<file path="config.mk">
export PLATFORM = sky130hd
export DESIGN_NAME = dq_tx_engine
export DESIGN_NICKNAME = d
export VERILOG_FILES = /design/src/rtl/dq_tx_pkg.sv /design/src/rtl/dq_tx_regs.sv /design/src/rtl/dq_tx_unpack.sv /design/src/rtl/dq_tx_seq.sv /design/src/rtl/dq_tx_engine.sv
export SDC_FILE = /design/constraint.sdc
export NUM_CORES = 1
export LEC_CHECK = 0
export ABC_AREA = 0
export BUFFER_PORTS_ARGS = -buffer_cell sky130_fd_sc_hd__buf_4
export CAP_MARGIN = 10
export CORE_ASPECT_RATIO = 1.2
export CORE_MARGIN = 4
export CORE_UTILIZATION = 34
export DETAILED_ROUTE_END_ITERATION = 6
export PLACE_DENSITY = 0.49
export SLEW_MARGIN = 20
export SYNTH_ARGS = -nofsm -noshare
export SYNTH_HDL_FRONTEND = slang
export SYNTH_SLANG_ARGS = --single-unit
</file>
<file path="constraint.sdc">
create_clock -name clk -period 7.1 [get_ports clk]
set_input_delay 0.355 -clock clk [delete_from_list [all_inputs] [get_ports clk]]
set_output_delay 0.355 -clock clk [all_outputs]
set_load 0.01 [all_outputs]
</file>
<file path="src/rtl/dq_tx_pkg.sv">
package dq_tx_pkg;
  // flag bit positions inside descriptor word 0
  localparam int FLG_OWN  = 0;
  localparam int FLG_SKIP = 2;
  localparam int FLG_IRQ  = 7;

  // register selects
  localparam logic [2:0] RA_CTRL   = 3'd0;
  localparam logic [2:0] RA_START  = 3'd1;
  localparam logic [2:0] RA_CUR    = 3'd2;
  localparam logic [2:0] RA_DONE   = 3'd3;
  localparam logic [2:0] RA_DONEEN = 3'd4;
  localparam logic [2:0] RA_ERR    = 3'd5;
  localparam logic [2:0] RA_ERREN  = 3'd6;

  // control write bits
  localparam int CB_GO     = 0;
  localparam int CB_HALT   = 1;
  localparam int CB_RESUME = 2;

  typedef enum logic [3:0] {
    S_IDLE, S_FREQ, S_FWAIT, S_DECIDE, S_STALL,
    S_DREQ, S_DWAIT, S_DRAIN, S_WB
  } seq_state_t;
endpackage

</file>
<file path="src/rtl/dq_tx_regs.sv">
module dq_tx_regs
  import dq_tx_pkg::*;
#(
  parameter int EP_IDX = 0
) (
  input  logic        clk,
  input  logic        rst,
  input  logic        reg_wr,
  input  logic        reg_rd,
  input  logic [2:0]  reg_addr,
  input  logic [31:0] reg_wdata,
  output logic [31:0] reg_rdata,
  output logic        cmd_go,
  output logic        cmd_halt,
  output logic        cmd_resume,
  output logic [31:0] start_addr,
  input  logic        active,
  input  logic [31:0] cur_addr,
  input  logic        done_evt,
  input  logic        err_evt,
  output logic        irq
);
  logic done_q, err_q, done_en, err_en, irq_q;
  logic ctrl_wr, done_clr, err_clr;

  always_comb begin
    ctrl_wr    = reg_wr && (reg_addr == RA_CTRL);
    cmd_go     = ctrl_wr && reg_wdata[CB_GO];
    cmd_halt   = ctrl_wr && reg_wdata[CB_HALT];
    cmd_resume = ctrl_wr && reg_wdata[CB_RESUME];
    done_clr   = reg_wr && (reg_addr == RA_DONE) && reg_wdata[EP_IDX];
    err_clr    = reg_wr && (reg_addr == RA_ERR) && reg_wdata[EP_IDX];
  end

  always_ff @(posedge clk) begin
    if (rst) begin
      start_addr <= '0;
      done_q     <= 1'b0;
      err_q      <= 1'b0;
      done_en    <= 1'b0;
      err_en     <= 1'b0;
      irq_q      <= 1'b0;
      reg_rdata  <= '0;
    end else begin
      if (reg_wr && reg_addr == RA_START)  start_addr <= reg_wdata;
      if (reg_wr && reg_addr == RA_DONEEN) done_en <= reg_wdata[EP_IDX];
      if (reg_wr && reg_addr == RA_ERREN)  err_en  <= reg_wdata[EP_IDX];
      // a new event wins over a clear in the same cycle
      done_q <= done_evt | (done_q & ~done_clr);
      err_q  <= err_evt  | (err_q  & ~err_clr);
      irq_q  <= (done_q & done_en) | (err_q & err_en);
      if (reg_rd) begin
        case (reg_addr)
          RA_CTRL:   reg_rdata <= {31'd0, active};
          RA_START:  reg_rdata <= start_addr;
          RA_CUR:    reg_rdata <= cur_addr;
          RA_DONE:   reg_rdata <= 32'(done_q) << EP_IDX;
          RA_DONEEN: reg_rdata <= 32'(done_en) << EP_IDX;
          RA_ERR:    reg_rdata <= 32'(err_q) << EP_IDX;
          RA_ERREN:  reg_rdata <= 32'(err_en) << EP_IDX;
          default:   reg_rdata <= '0;
        endcase
      end
    end
  end

  assign irq = irq_q;

  // a status bit with no event and no clear keeps its value
  w1c_hold_chk: assert property (@(posedge clk) disable iff (rst)
    (!done_evt && !done_clr) |=> $stable(done_q));
endmodule

</file>
<file path="src/rtl/dq_tx_unpack.sv">
module dq_tx_unpack (
  input  logic        clk,
  input  logic        rst,
  input  logic        load,
  input  logic [31:0] word,
  input  logic [2:0]  cnt,
  input  logic        last,
  output logic        busy,
  output logic        st_valid,
  output logic [7:0]  st_data,
  output logic        st_last,
  input  logic        st_ready
);
  logic [23:0] sh;
  logic [1:0]  left;
  logic        last_q;

  always_ff @(posedge clk) begin
    if (rst) begin
      sh       <= '0;
      left     <= '0;
      last_q   <= 1'b0;
      st_valid <= 1'b0;
      st_data  <= '0;
      st_last  <= 1'b0;
    end else if (load && !st_valid) begin
      st_valid <= 1'b1;
      st_data  <= word[7:0];
      sh       <= word[31:8];
      left     <= 2'(cnt - 3'd1);
      last_q   <= last;
      st_last  <= last && (cnt == 3'd1);
    end else if (st_valid && st_ready) begin
      if (left != 2'd0) begin
        st_data <= sh[7:0];
        sh      <= {8'd0, sh[23:8]};
        left    <= left - 2'd1;
        st_last <= last_q && (left == 2'd1);
      end else begin
        st_valid <= 1'b0;
        st_last  <= 1'b0;
      end
    end
  end

  assign busy = st_valid;

  // stream byte holds under back-pressure
  st_hold_chk: assert property (@(posedge clk) disable iff (rst)
    (st_valid && !st_ready) |=> (st_valid && $stable(st_data) && $stable(st_last)));
endmodule

</file>
<file path="src/rtl/dq_tx_seq.sv">
module dq_tx_seq
  import dq_tx_pkg::*;
#(
  parameter int LEN_W = 16
) (
  input  logic        clk,
  input  logic        rst,
  input  logic        cmd_go,
  input  logic        cmd_halt,
  input  logic        cmd_resume,
  input  logic [31:0] start_addr,
  output logic        active,
  output logic [31:0] cur_addr,
  output logic        done_evt,
  output logic        err_evt,
  output logic        mem_req,
  output logic        mem_we,
  output logic [31:0] mem_addr,
  output logic [31:0] mem_wdata,
  input  logic        mem_ready,
  input  logic        mem_rvalid,
  input  logic [31:0] mem_rdata,
  output logic        pk_load,
  output logic [31:0] pk_word,
  output logic [2:0]  pk_cnt,
  output logic        pk_last,
  input  logic        pk_busy
);
  seq_state_t      state;
  logic [1:0]      fidx;
  logic [31:0]     cur, w0, nxt, bufp;
  logic [LEN_W-1:0] rem;
  logic            halt_pend;
  logic [2:0]      take;

  always_comb begin
    take      = (rem >= LEN_W'(4)) ? 3'd4 : 3'(rem);
    mem_req   = (state == S_FREQ) || (state == S_WB) ||
                ((state == S_DREQ) && !pk_busy);
    mem_we    = (state == S_WB);
    mem_wdata = w0 & ~(32'd1 << FLG_OWN);
    case (state)
      S_FREQ:  mem_addr = cur + {28'd0, fidx, 2'b00};
      S_DREQ:  mem_addr = bufp;
      default: mem_addr = cur;
    endcase
    pk_load  = (state == S_DWAIT) && mem_rvalid;
    pk_word  = mem_rdata;
    pk_cnt   = take;
    pk_last  = (rem <= LEN_W'(4));
    done_evt = (state == S_WB) && mem_ready && w0[FLG_IRQ];
    err_evt  = (state == S_DECIDE) && !w0[FLG_SKIP] && (rem == '0);
    active   = (state != S_IDLE);
    cur_addr = cur;
  end

  always_ff @(posedge clk) begin
    if (rst) begin
      state     <= S_IDLE;
      fidx      <= '0;
      cur       <= '0;
      w0        <= '0;
      nxt       <= '0;
      bufp      <= '0;
      rem       <= '0;
      halt_pend <= 1'b0;
    end else begin
      if (state == S_IDLE)  halt_pend <= 1'b0;
      else if (cmd_halt)    halt_pend <= 1'b1;
      case (state)
        S_IDLE: if (cmd_go) begin
          cur   <= start_addr;
          fidx  <= '0;
          state <= S_FREQ;
        end
        S_FREQ: if (mem_ready) state <= S_FWAIT;
        S_FWAIT: if (mem_rvalid) begin
          case (fidx)
            2'd0: w0 <= mem_rdata;
            2'd1: nxt <= mem_rdata;
            2'd2: bufp <= {mem_rdata[31:2], 2'b00};
            default: rem <= mem_rdata[LEN_W-1:0];
          endcase
          if (fidx == 2'd0 && !mem_rdata[FLG_OWN]) state <= S_STALL;
          else if (fidx == 2'd3)                   state <= S_DECIDE;
          else begin
            fidx  <= fidx + 2'd1;
            state <= S_FREQ;
          end
        end
        S_DECIDE: begin
          if (w0[FLG_SKIP])   state <= S_WB;
          else if (rem == '0) state <= S_STALL;
          else                state <= S_DREQ;
        end
        S_STALL: begin
          if (cmd_halt || halt_pend) state <= S_IDLE;
          else if (cmd_resume) begin
            fidx  <= '0;
            state <= S_FREQ;
          end
        end
        S_DREQ: if (!pk_busy && mem_ready) state <= S_DWAIT;
        S_DWAIT: if (mem_rvalid) begin
          rem  <= rem - LEN_W'(take);
          bufp <= bufp + 32'd4;
          state <= (rem <= LEN_W'(4)) ? S_DRAIN : S_DREQ;
        end
        S_DRAIN: if (!pk_busy) state <= S_WB;
        S_WB: if (mem_ready) begin
          cur  <= nxt;
          fidx <= '0;
          state <= (halt_pend || cmd_halt) ? S_IDLE : S_FREQ;
        end
        default: state <= S_IDLE;
      endcase
    end
  end

  // a memory request holds until accepted
  mem_hold_chk: assert property (@(posedge clk) disable iff (rst)
    (mem_req && !mem_ready) |=> (mem_req && $stable(mem_addr) && $stable(mem_we)));

  // while waiting with no command the current descriptor does not move
  stall_cur_chk: assert property (@(posedge clk) disable iff (rst)
    (state == S_STALL && !cmd_resume && !cmd_halt) |=> $stable(cur));
endmodule

</file>
<file path="src/rtl/dq_tx_engine.sv">
module dq_tx_engine #(
  parameter int EP_IDX = 0,
  parameter int LEN_W  = 16
) (
  input  logic        clk,
  input  logic        rst,
  input  logic        reg_wr,
  input  logic        reg_rd,
  input  logic [2:0]  reg_addr,
  input  logic [31:0] reg_wdata,
  output logic [31:0] reg_rdata,
  output logic        mem_req,
  output logic        mem_we,
  output logic [31:0] mem_addr,
  output logic [31:0] mem_wdata,
  input  logic        mem_ready,
  input  logic        mem_rvalid,
  input  logic [31:0] mem_rdata,
  output logic        st_valid,
  output logic [7:0]  st_data,
  output logic        st_last,
  input  logic        st_ready,
  output logic        irq
);
  logic        cmd_go, cmd_halt, cmd_resume, active, done_evt, err_evt;
  logic [31:0] start_addr, cur_addr, pk_word;
  logic        pk_load, pk_last, pk_busy;
  logic [2:0]  pk_cnt;

  dq_tx_regs #(.EP_IDX(EP_IDX)) u_regs (
    .clk(clk), .rst(rst), .reg_wr(reg_wr), .reg_rd(reg_rd),
    .reg_addr(reg_addr), .reg_wdata(reg_wdata), .reg_rdata(reg_rdata),
    .cmd_go(cmd_go), .cmd_halt(cmd_halt), .cmd_resume(cmd_resume),
    .start_addr(start_addr), .active(active), .cur_addr(cur_addr),
    .done_evt(done_evt), .err_evt(err_evt), .irq(irq)
  );

  dq_tx_seq #(.LEN_W(LEN_W)) u_seq (
    .clk(clk), .rst(rst), .cmd_go(cmd_go), .cmd_halt(cmd_halt),
    .cmd_resume(cmd_resume), .start_addr(start_addr), .active(active),
    .cur_addr(cur_addr), .done_evt(done_evt), .err_evt(err_evt),
    .mem_req(mem_req), .mem_we(mem_we), .mem_addr(mem_addr),
    .mem_wdata(mem_wdata), .mem_ready(mem_ready), .mem_rvalid(mem_rvalid),
    .mem_rdata(mem_rdata), .pk_load(pk_load), .pk_word(pk_word),
    .pk_cnt(pk_cnt), .pk_last(pk_last), .pk_busy(pk_busy)
  );

  dq_tx_unpack u_unpack (
    .clk(clk), .rst(rst), .load(pk_load), .word(pk_word), .cnt(pk_cnt),
    .last(pk_last), .busy(pk_busy), .st_valid(st_valid), .st_data(st_data),
    .st_last(st_last), .st_ready(st_ready)
  );

  // an inactive queue never has a byte on the stream
  idle_quiet_chk: assert property (@(posedge clk) disable iff (rst)
    !active |-> !st_valid);

  // a length error is flagged with no byte in flight
  lenerr_quiet_chk: assert property (@(posedge clk) disable iff (rst)
    err_evt |-> !st_valid);
endmodule

</file>
# Yosys cells after proc, flatten, opt, wreduce, memory -nomap -nowiden
# Cells that the tools add are included.
# word_totals
ff_bits	257
output_inout_bits	109
# op_classes
n_addsub	6
n_eq_ne	34
magnitude_cmp	2
reduce_logical	51
mux	53
n_bitwise	9
# op_table
op	n
one-hot mux 32 bit (7 select lines)	1
one-hot mux 32 bit (2 select lines)	3
2-to-1 mux 32 bit	5
2-to-1 mux 24 bit	3
2-to-1 mux 16 bit	3
2-to-1 mux 4 bit	11
one-hot mux 4 bit (9 select lines)	1
adder 32 x 3 -> 32 bit (second input constant)	1
adder 32 x 4 -> 32 bit	1
one-hot mux 16 bit (2 select lines)	1
2-to-1 mux 2 bit	12
2-to-1 mux 8 bit	3
!= test 2 bit (second input constant)	12
logical AND 1 bit	23
equality test 4 x 3 -> 1 bit (second input constant)	4
>= comparator 16 x 3 -> 1 bit (second input constant)	1
<= comparator 16 x 3 -> 1 bit (second input constant)	1
zero test 16 bit	1
AND reduction 8 bit	2
subtractor 16 x 3 -> 16 bit	1
nonzero test 2 bit	5
equality test 3 bit (second input constant)	3
AND reduction 3 bit	3
equality test 4 x 2 -> 1 bit (second input constant)	2
26 further kinds	52

# Longest topological paths before layout
# Gate-level depths: netlist (run 1).
# logic_depth
word_depth	7
ltp_mapped	10

# By module
# From an unflattened synthesis (run 1), not the netlist that was laid out.
# hier_totals
cells_unflattened	1765
hier_area_um2	13915.8
# modules_own_cells
mod	instances	area_each_um2	cells_per_inst
dq_tx_seq	1	8878.5	1167
dq_tx_regs	1	3275.6	395
dq_tx_unpack	1	1761.7	203

# Worst setup path before layout (run 1)
# OpenSTA, ideal clock, no wires.
# synth_timing
path_type	reg2out
startpoint	register u_seq.fidx[0]
endpoint	output mem_addr[28]
required_time_ps	6745
t_arrival_ps	2260
stages_incl_launch_ff	9
setup_slack_ps	4485
path_cell_list	dfxtp_1 -> ha_1 -> fa_1 -> nand4_1 -> or4_1 -> clkbuf_1 -> nor2_1 -> nand3_1 -> o311ai_0
# synth_between
elab_chain_cells	2
# synth_lines
item	line	text
start: declaration	dq_tx_seq.sv:30	logic [1:0] fidx;
start signal: assignment	dq_tx_seq.sv:87	fidx <= fidx + 2'd1;
adder 32 x 4 -> 32 bit	dq_tx_seq.sv:43	S_FREQ: mem_addr = cur + {28'd0, fidx, 2'b00};
one-hot mux 32 bit (2 select lines)	dq_tx_seq.sv:42	case (state)
end: declaration	dq_tx_engine.sv:14	output logic [31:0] mem_addr,
# No other way between the ends.

# Worst setup path after layout (run 1)
# layout_timing
startpoint	register u_seq.state[0]
endpoint	output mem_addr[28]
# layout_between
elab_chain_cells	2
word_cells_on_any_way	3
# layout_lines
item	line	text
start: declaration	dq_tx_seq.sv:29	seq_state_t state;
start signal: assignment	dq_tx_seq.sv:107	state <= (rem <= LEN_W'(4)) ? S_DRAIN : S_DREQ;
start signal: assignment	dq_tx_seq.sv:113	state <= (halt_pend || cmd_halt) ? S_IDLE : S_FREQ;
equality test 4 x 3 -> 1 bit or equality test 4 x 1 -> 1 bit (tied branches)	dq_tx_seq.sv:42	
one-hot mux 32 bit (2 select lines) (*)	dq_tx_seq.sv:42	
# Every way passes the cells marked *; elsewhere a longest branch is shown, timed or not.

==> metrics.txt, run 1 <==
status finished, final reports clean; routed via count 12600; DRT iter0 DRCs 1096; worst-skew pair later-pin latency 560 ps; Chip Height 221 µm; clock share of power 44.1%; CP arrival between 4000 and 5000 ps; GRT Residual Overflow 0; Max FO, Critical Path 28; number of flops mapped to enable cells by yosys 0; core area 0.0371 mm²; Avg Vias per Cell ~5.6; gpl congestion 0.882; Worst Hold Launch reg_wdata[7]; CP Class reg -> out; Hold WC Path Type in -> reg; Mapped Area 0.0128 mm²; starting density of the core 34.6%; delay-heaviest family, CP simple AND/OR/NAND/NOR gates; Ports ~180; final core occ 41.7%; Synth-to-Final Area Change 20.4%; die area 0.0410 mm²; largest net degree at the start of global routing around 120; CTS root buf clkbuf_16; crit-path cells nor2b_1 > nand2b_1 > nor2_1 > nand2_1 > o311ai_0 > buf_4; Final nets around 1800; vias in the first global route around 12000; number of remaining DRC errors 0; Seq cells post-synth 254; Worst path max stage delay 1040 ps; compound-cell area share of the yosys netlist 25.3%; area leader, netlist dfxtp_1; FF-to-FF Start u_seq.state[2]; synth warn 0; Final Hold Fails 0; crit path max-delay cell type nor2_1; Layout Skew 12.6 ps; Setup Buffers After CTS 0; WHS Endpoint u_regs.start_addr[7]; clk sinks 254; first-pass GRT wire length approximately 74 mm; WP buf/inv 1; sequential area share after synthesis 39.6%; R2R Path End u_unpack.st_data[3]; largest family of logic cells by synthesized area compound AO/OA/AOI/OAI gates; Comb power frac ~14%; Reg clk slew, reported paths 60 ps; Final min period 4580 ps; Worst R2R Path Depth 6; Synth Area per Inst roughly 8 µm²; Adder-Cell Fraction of Synth Area 1.23%; Placement Cell Area around 0.014 mm²; mux share of post-synthesis cell area between 3 and 4%; Post-DP HPWL 34.6 mm; switch share 28.8%; port bufs 181; Int Power 2.60 mW; share of layout cells above drive strength 1 17.6%; RSZ-0062 raised after global routing no; Final TNS setup 0 ps; Hold WS 40.0 ps; ys flop type dfxtp_1; Diodes inserted 0; CP Capture Type primary output; worst ir drop on vdd 0.160 mV; top cells by area, synth dfxtp_1 40%, nand2_1 9.3%, a21oi_1 7.1%, nor2_1 4.7%, a22oi_1 3.5%; fin area about 0.015 mm²; die width ~190 µm; hold_buf cts 0; Post-Synth XOR/XNOR Area less than 1%; post-synth cell types 77; TritonCTS clock tree built; Post-synth ARST share 0%; Worst Tran Pin Value 1110 ps; Post-CTS Resized 0; row cnt 77; hold depth 3; Syn Inst Count 1648; DRT Pass-1 Iters 5; drt total wl 49.4 mm; PwrDens 236 mW/mm²; Fill cells approximately 3800; maximum clock frequency 0.218 GHz; Slew Limit Headroom 26.0%; top cell type's share of synthesized area 39.6%; DR WL/cell roughly 22 µm; CTS max path bufs 3; power after layout between 3 and 4 mW; Leak 5.39 nW; total track usage between 20% and 30%; initial antenna violation count 0; Reg power frac 41.9%; max-cap violations 0; H-tree lvl count 1; Final ANT Viol Nets 0; Final Max Tran Viols 0; WP data required 6740 ps; Num CTS Buffers 29; reg2reg setup slack 3910 ps; part of the cycle the worst path needs 64.5%; P_sw roughly 1.0 mW; Setup violations, final 0; crit path launch type flip-flop; simple-gate share of the synthesized area 24.5%
[cell families after synthesis]
kind of cell / count (synthesis)
compound gates: 474
xor+xnor: 7
fa+ha+maj: 12
buf+inv: 159
flops: 254
mux: 47
other cells: 1
simple gates: 694
[how the worst max path moves through the flow]
stage / depth (start not counted) / to / startpoint
finish: 6 / mem_addr[28] / u_seq.state[0]
global route: 6 / mem_addr[28] / u_seq.state[0]
CTS: 6 / mem_addr[28] / u_seq.state[0]
detailed placement: 6 / mem_addr[28] / u_seq.state[0]
global placement: 6 / mem_addr[28] / u_seq.state[0]
floorplan: 8 / mem_addr[28] / u_seq.fidx[0]
[cell usage after synthesis (6+ instances only)]
master	count
a211oi_1	9
a211oi_2	28
a21o_1	9
a21oi_1	181
a22o_1	32
a22oi_1	60
a311oi_1	13
a31oi_1	16
and2_1	10
and3_1	17
buf_1	6
buf_2	11
clkbuf_1	117
dfxtp_1	254
ha_1	11
inv_1	17
mux2i_1	44
nand2_1	317
nand2b_1	10
nand3_1	59
nand4_1	24
nor2_1	162
nor2b_1	9
nor3_1	29
nor3b_1	6
nor4_1	10
o211ai_1	11
o21ai_0	45
o311ai_0	6
o31ai_1	9
or4_1	11
[area by class of cell]
class / instances / area, µm² / share of cell area [%]
tap: 474 / 593 / 3.83
sequential: 254 / 5080 / 32.9
clock inverter: 19 / 244 / 1.58
inverter: 17 / 63.8 / 0.412
multi-input combinational: 1236 / 7180 / 46.4
clock buffer: 34 / 774 / 5.00
timing repair buffer: 203 / 1530 / 9.89
[power by group through the flow]
| stage | sequential (mW) | combinational [mW] | clock (mW) |
|---|---|---|---|
| 2_1_floorplan | 1.53 | 0.306 | 0 |
| 3_3_place_gp | 1.56 | 0.510 | 0 |
| 3_5_place_dp | 1.56 | 0.508 | 0 |
| 4_1_cts | 1.53 | 0.509 | 1.65 |
| 5_1_grt | 1.53 | 0.548 | 1.70 |
| 6_report | 1.53 | 0.509 | 1.61 |
[worst reg2reg max path, cell delays in order (launching register included)]
cell and delay [ps]:
dfxtp_1 720, buf_4 390, nor4bb_4 250, buf_4 530, nand2_1 320, or2_2 590, a311oi_1 310
[layer usage]
metal | vias up | track usage (%) | routed length [µm]
li1 | 6101 | - | -
met1 | 6103 | 32.9 | 22400
met2 | 333 | 37.0 | 23200
met3 | 63 | 2.12 | 2230
met4 | 0 | 6.49 | 1500
met5 | - | 0 | 0
[registers in the layout, indices dropped and copies added, names as in the netlist, 2 cells and up]
| register | count |
|---|---|
| u_unpack.sh | 24 |
| u_seq.w0 | 31 |
| u_unpack.left | 2 |
| u_seq.rem | 16 |
| u_regs.reg_rdata | 32 |
| u_seq.nxt | 32 |
| u_seq.state | 4 |
| u_regs.start_addr | 32 |
| u_seq.cur_addr | 32 |
| u_seq.fidx | 2 |
| u_seq.bufp | 30 |
| u_unpack.st_data | 8 |
[through the flow]
stage | setup WS (ps) | std cells
after global placement | 3170 | 2184
final | 2520 | 2237
after detailed placement | 3230 | 2184
after global routing | 2220 | 2237
after CTS | 2600 | 2237
after floorplan | 4490 | 1649
[cell usage in the layout, fill, tap and decap left out, types with 13 or more instances in the layout]
cell type  instances
nand2_1          316
dfxtp_1          254
buf_4            202
a21oi_1          181
nor2_1           161
a22oi_1           60
nand3_1           59
o21ai_0           45
mux2i_1           44
a22o_1            32
nor3_1            29
clkbuf_16         29
a211oi_2          28
nand4_1           24
and3_1            17
inv_1             16
a31oi_1           15
a311oi_1          13
Power figures use the tool's default switching activity.
==> inputs of run 2 (changes only) <==
ABC_AREA = 1   (was 0)
PLACE_DENSITY = 0.51   (was 0.49)
clock period = 3.85 ns   (was 7.1 ns; I/O delays follow)
==> run 2 against run 1 <==
Effect of this change:
- power grew 100%
- global-route usage grew 0.43 points
- synthesized area grew 1.0%
- hold slack lost 2.0 ps
- register-to-register slack lost 2500 ps
- critical path depth grew 6
- non-clock buffer count grew 67
- sequential share of layout area shrank 1.5 points
- critical endpoint is now mem_addr[12]
- clock skew grew 12 ps
==> metrics.txt, run 2 <==
Mapped Area 0.0130 mm²; Placement Cell Area approximately 0.015 mm²; TritonCTS clock tree built; share of layout cells above drive strength 1 13.3%; Setup violations, final 0; drt total wl 50.9 mm; Syn Inst Count 1930; CP arrival 3060 ps; sequential area share after synthesis approximately 40%; Hold WC Path Type in -> reg; Layout Skew 24.1 ps; DRT Pass-1 Iters 6; die width 186 µm; top cells by area, synth dfxtp_1 39%, nand2_1 13%, a21oi_1 9.3%, o21ai_0 8.3%, inv_1 6.6%; DR WL/cell 19.4 µm; commonest cells in the synthesized netlist 438 x nand2_1, 254 x dfxtp_1, 242 x a21oi_1; Worst Tran Pin Value 1080 ps; Final TNS setup 0 ps; vias in the first global route approximately 13000; ys flop type dfxtp_1; Num CTS Buffers 28; WP data required 3660 ps; Synth Area per Inst 6.73 µm²; gpl congestion 0.960; most common cell in the netlist nand2_1; Max FO, Critical Path 5; Diodes inserted 0; number of remaining DRC errors 0; Final nets 2209; part of the cycle the worst path needs a little over four fifths; Ports 183; CP Class reg -> out; most frequent cells in the layout 438 x nand2_1, 254 x dfxtp_1, 242 x a21oi_1; final core occ 42.9%; max-cap violations 0; status finished, final reports clean; Avg Vias per Cell 5.27; core area approximately 0.038 mm²; Synth-to-Final Area Change 24.9%; port bufs around 180; Chip Height between 200 and 250 µm; worst-skew pair later-pin latency roughly 570 ps; routed via count 13825; Hold WS approximately 38 ps; fin area 0.0162 mm²; Seq cells post-synth 254; synth warn 0; area leader, netlist dfxtp_1; CTS root buf clkbuf_16; Setup WS pre-CTS 1230 ps; clk sinks 254; H-tree lvl count 1; Final min period ~3300 ps; CP Capture Type primary output; Final Hold Fails 0; first-pass GRT wire length 78.0 mm; area occupied by registers 0.00508 mm²; Fill cells 3982; die area ~0.041 mm²; top cell type's share of synthesized area between 30% and 40%; Reg clk slew, reported paths 60 ps; Final ANT Viol Nets 0; CTS max path bufs 3; Post-DP HPWL between 30 and 40 mm; starting density of the core approximately a third; initial antenna violation count 0; row cnt 78; number of flops mapped to enable cells by yosys 0; area of the multi-input gates 0.00648 mm²; maximum clock frequency 0.307 GHz; DRT iter0 DRCs about 890; Slew Limit Headroom 28.0%; Final Max Tran Viols 0; post-synth cell types 45; worst ir drop on vdd 0.322 mV; final worst setup slack 594 ps; Post-synth ARST share 0%; crit path launch type flip-flop; Leak approximately 6 nW; PwrDens 450 mW/mm²; RSZ-0062 raised after global routing no; largest net degree at the start of global routing 95; GRT Residual Overflow 0; total track usage 23.4%; commonest non-fill, non-tap cell in the layout nand2_1
-- run 2: changes by cell type after synthesis, moves of 48 or more --
cell / change
inv_1: +212
o21ai_0: +169
nand2_1: +121
nor2_1: -78
a21oi_1: +61
a22oi_1: -60
clkbuf_1: -56
nand3_1: +48
-- run 2: power breakdown --
| part | switching (mW) | internal [mW] |
|---|---|---|
| Sequential | 0.176 | 2.79 |
| Combinational | 1.06 | 0.576 |
| Clock | 1.15 | 1.54 |
| Total | 2.39 | 4.91 |
-- run 2: worst max-delay path, cell delays in order, from the launching register on --
cell,delay (ps)
dfxtp_1,390
ha_1,280
fa_1,330
nand2_1,120
nor2_2,190
nand2_1,110
nor2_1,210
nand2_1,110
nor3_1,160
nand2_1,130
nand3_1,90
o221ai_1,180
buf_4,200
-- run 2: logic make-up (layout without fill, tap and decap cells) --
| kind of cell | after synthesis | count (layout) | share of synthesized area, % |
|---|---|---|---|
| AOI/OAI and AO/OA | 579 | 579 | 24.2 |
| other | 1 | 2 | 0.0289 |
| DFF | 254 | 254 | 39.2 |
| and+or+nand+nor | 724 | 724 | 23.8 |
| adders and majority gates | 12 | 12 | 1.21 |
| xor gates and xnor gates | 9 | 9 | 0.607 |
| buffers and inverters | 351 | 564 | 10.9 |
-- run 2: routing by layer --
layer / up-vias / track usage (%) / share of wire [%]
met4: 0 / 6.66 / 2.7
met5: - / 0 / 0
met3: 71 / 2.79 / 5.2
li1: 6826 / - / -
met2: 421 / 40.2 / 48
met1: 6507 / 31.3 / 44
-- run 2: layout make-up --
type | count | area share (%)
Clock buffer | 43 | 5.10
Clock inverter | 8 | 0.486
Inverter | 243 | 5.63
Multi-Input combinational cell | 1326 | 40.0
Sequential cell | 254 | 31.4
Tap cell | 480 | 3.70
Timing Repair Buffer | 270 | 13.7
-- run 2: what timing repair did --
action | CTS | global route
buffers inserted | 0 | 0
hold endpoints to repair | 126 | 0
resized for setup | 0 | 0
hold buffers | 72 | 0
-- run 2: stage by stage --
stage / std cells / power, mW
after floorplan: 1931 / 3.82
after global placement: 2501 / 4.60
after detailed placement: 2501 / 4.60
after CTS: 2624 / 7.36
after global routing: 2624 / 7.62
final: 2624 / 7.30
-- run 2: worst paths after layout --
path | from | to | slack [ps] | cells past startpoint
worst min-delay path | reg_addr[1] | u_regs.done_en | 40 | 5
worst max register to register | u_seq.state[3] | u_seq.w0[19] | 1370 | 6
worst min register to register | u_seq.nxt[12] | u_seq.nxt[12] | 440 | 2
worst max-delay path | u_seq.fidx[0] | mem_addr[12] | 590 | 12
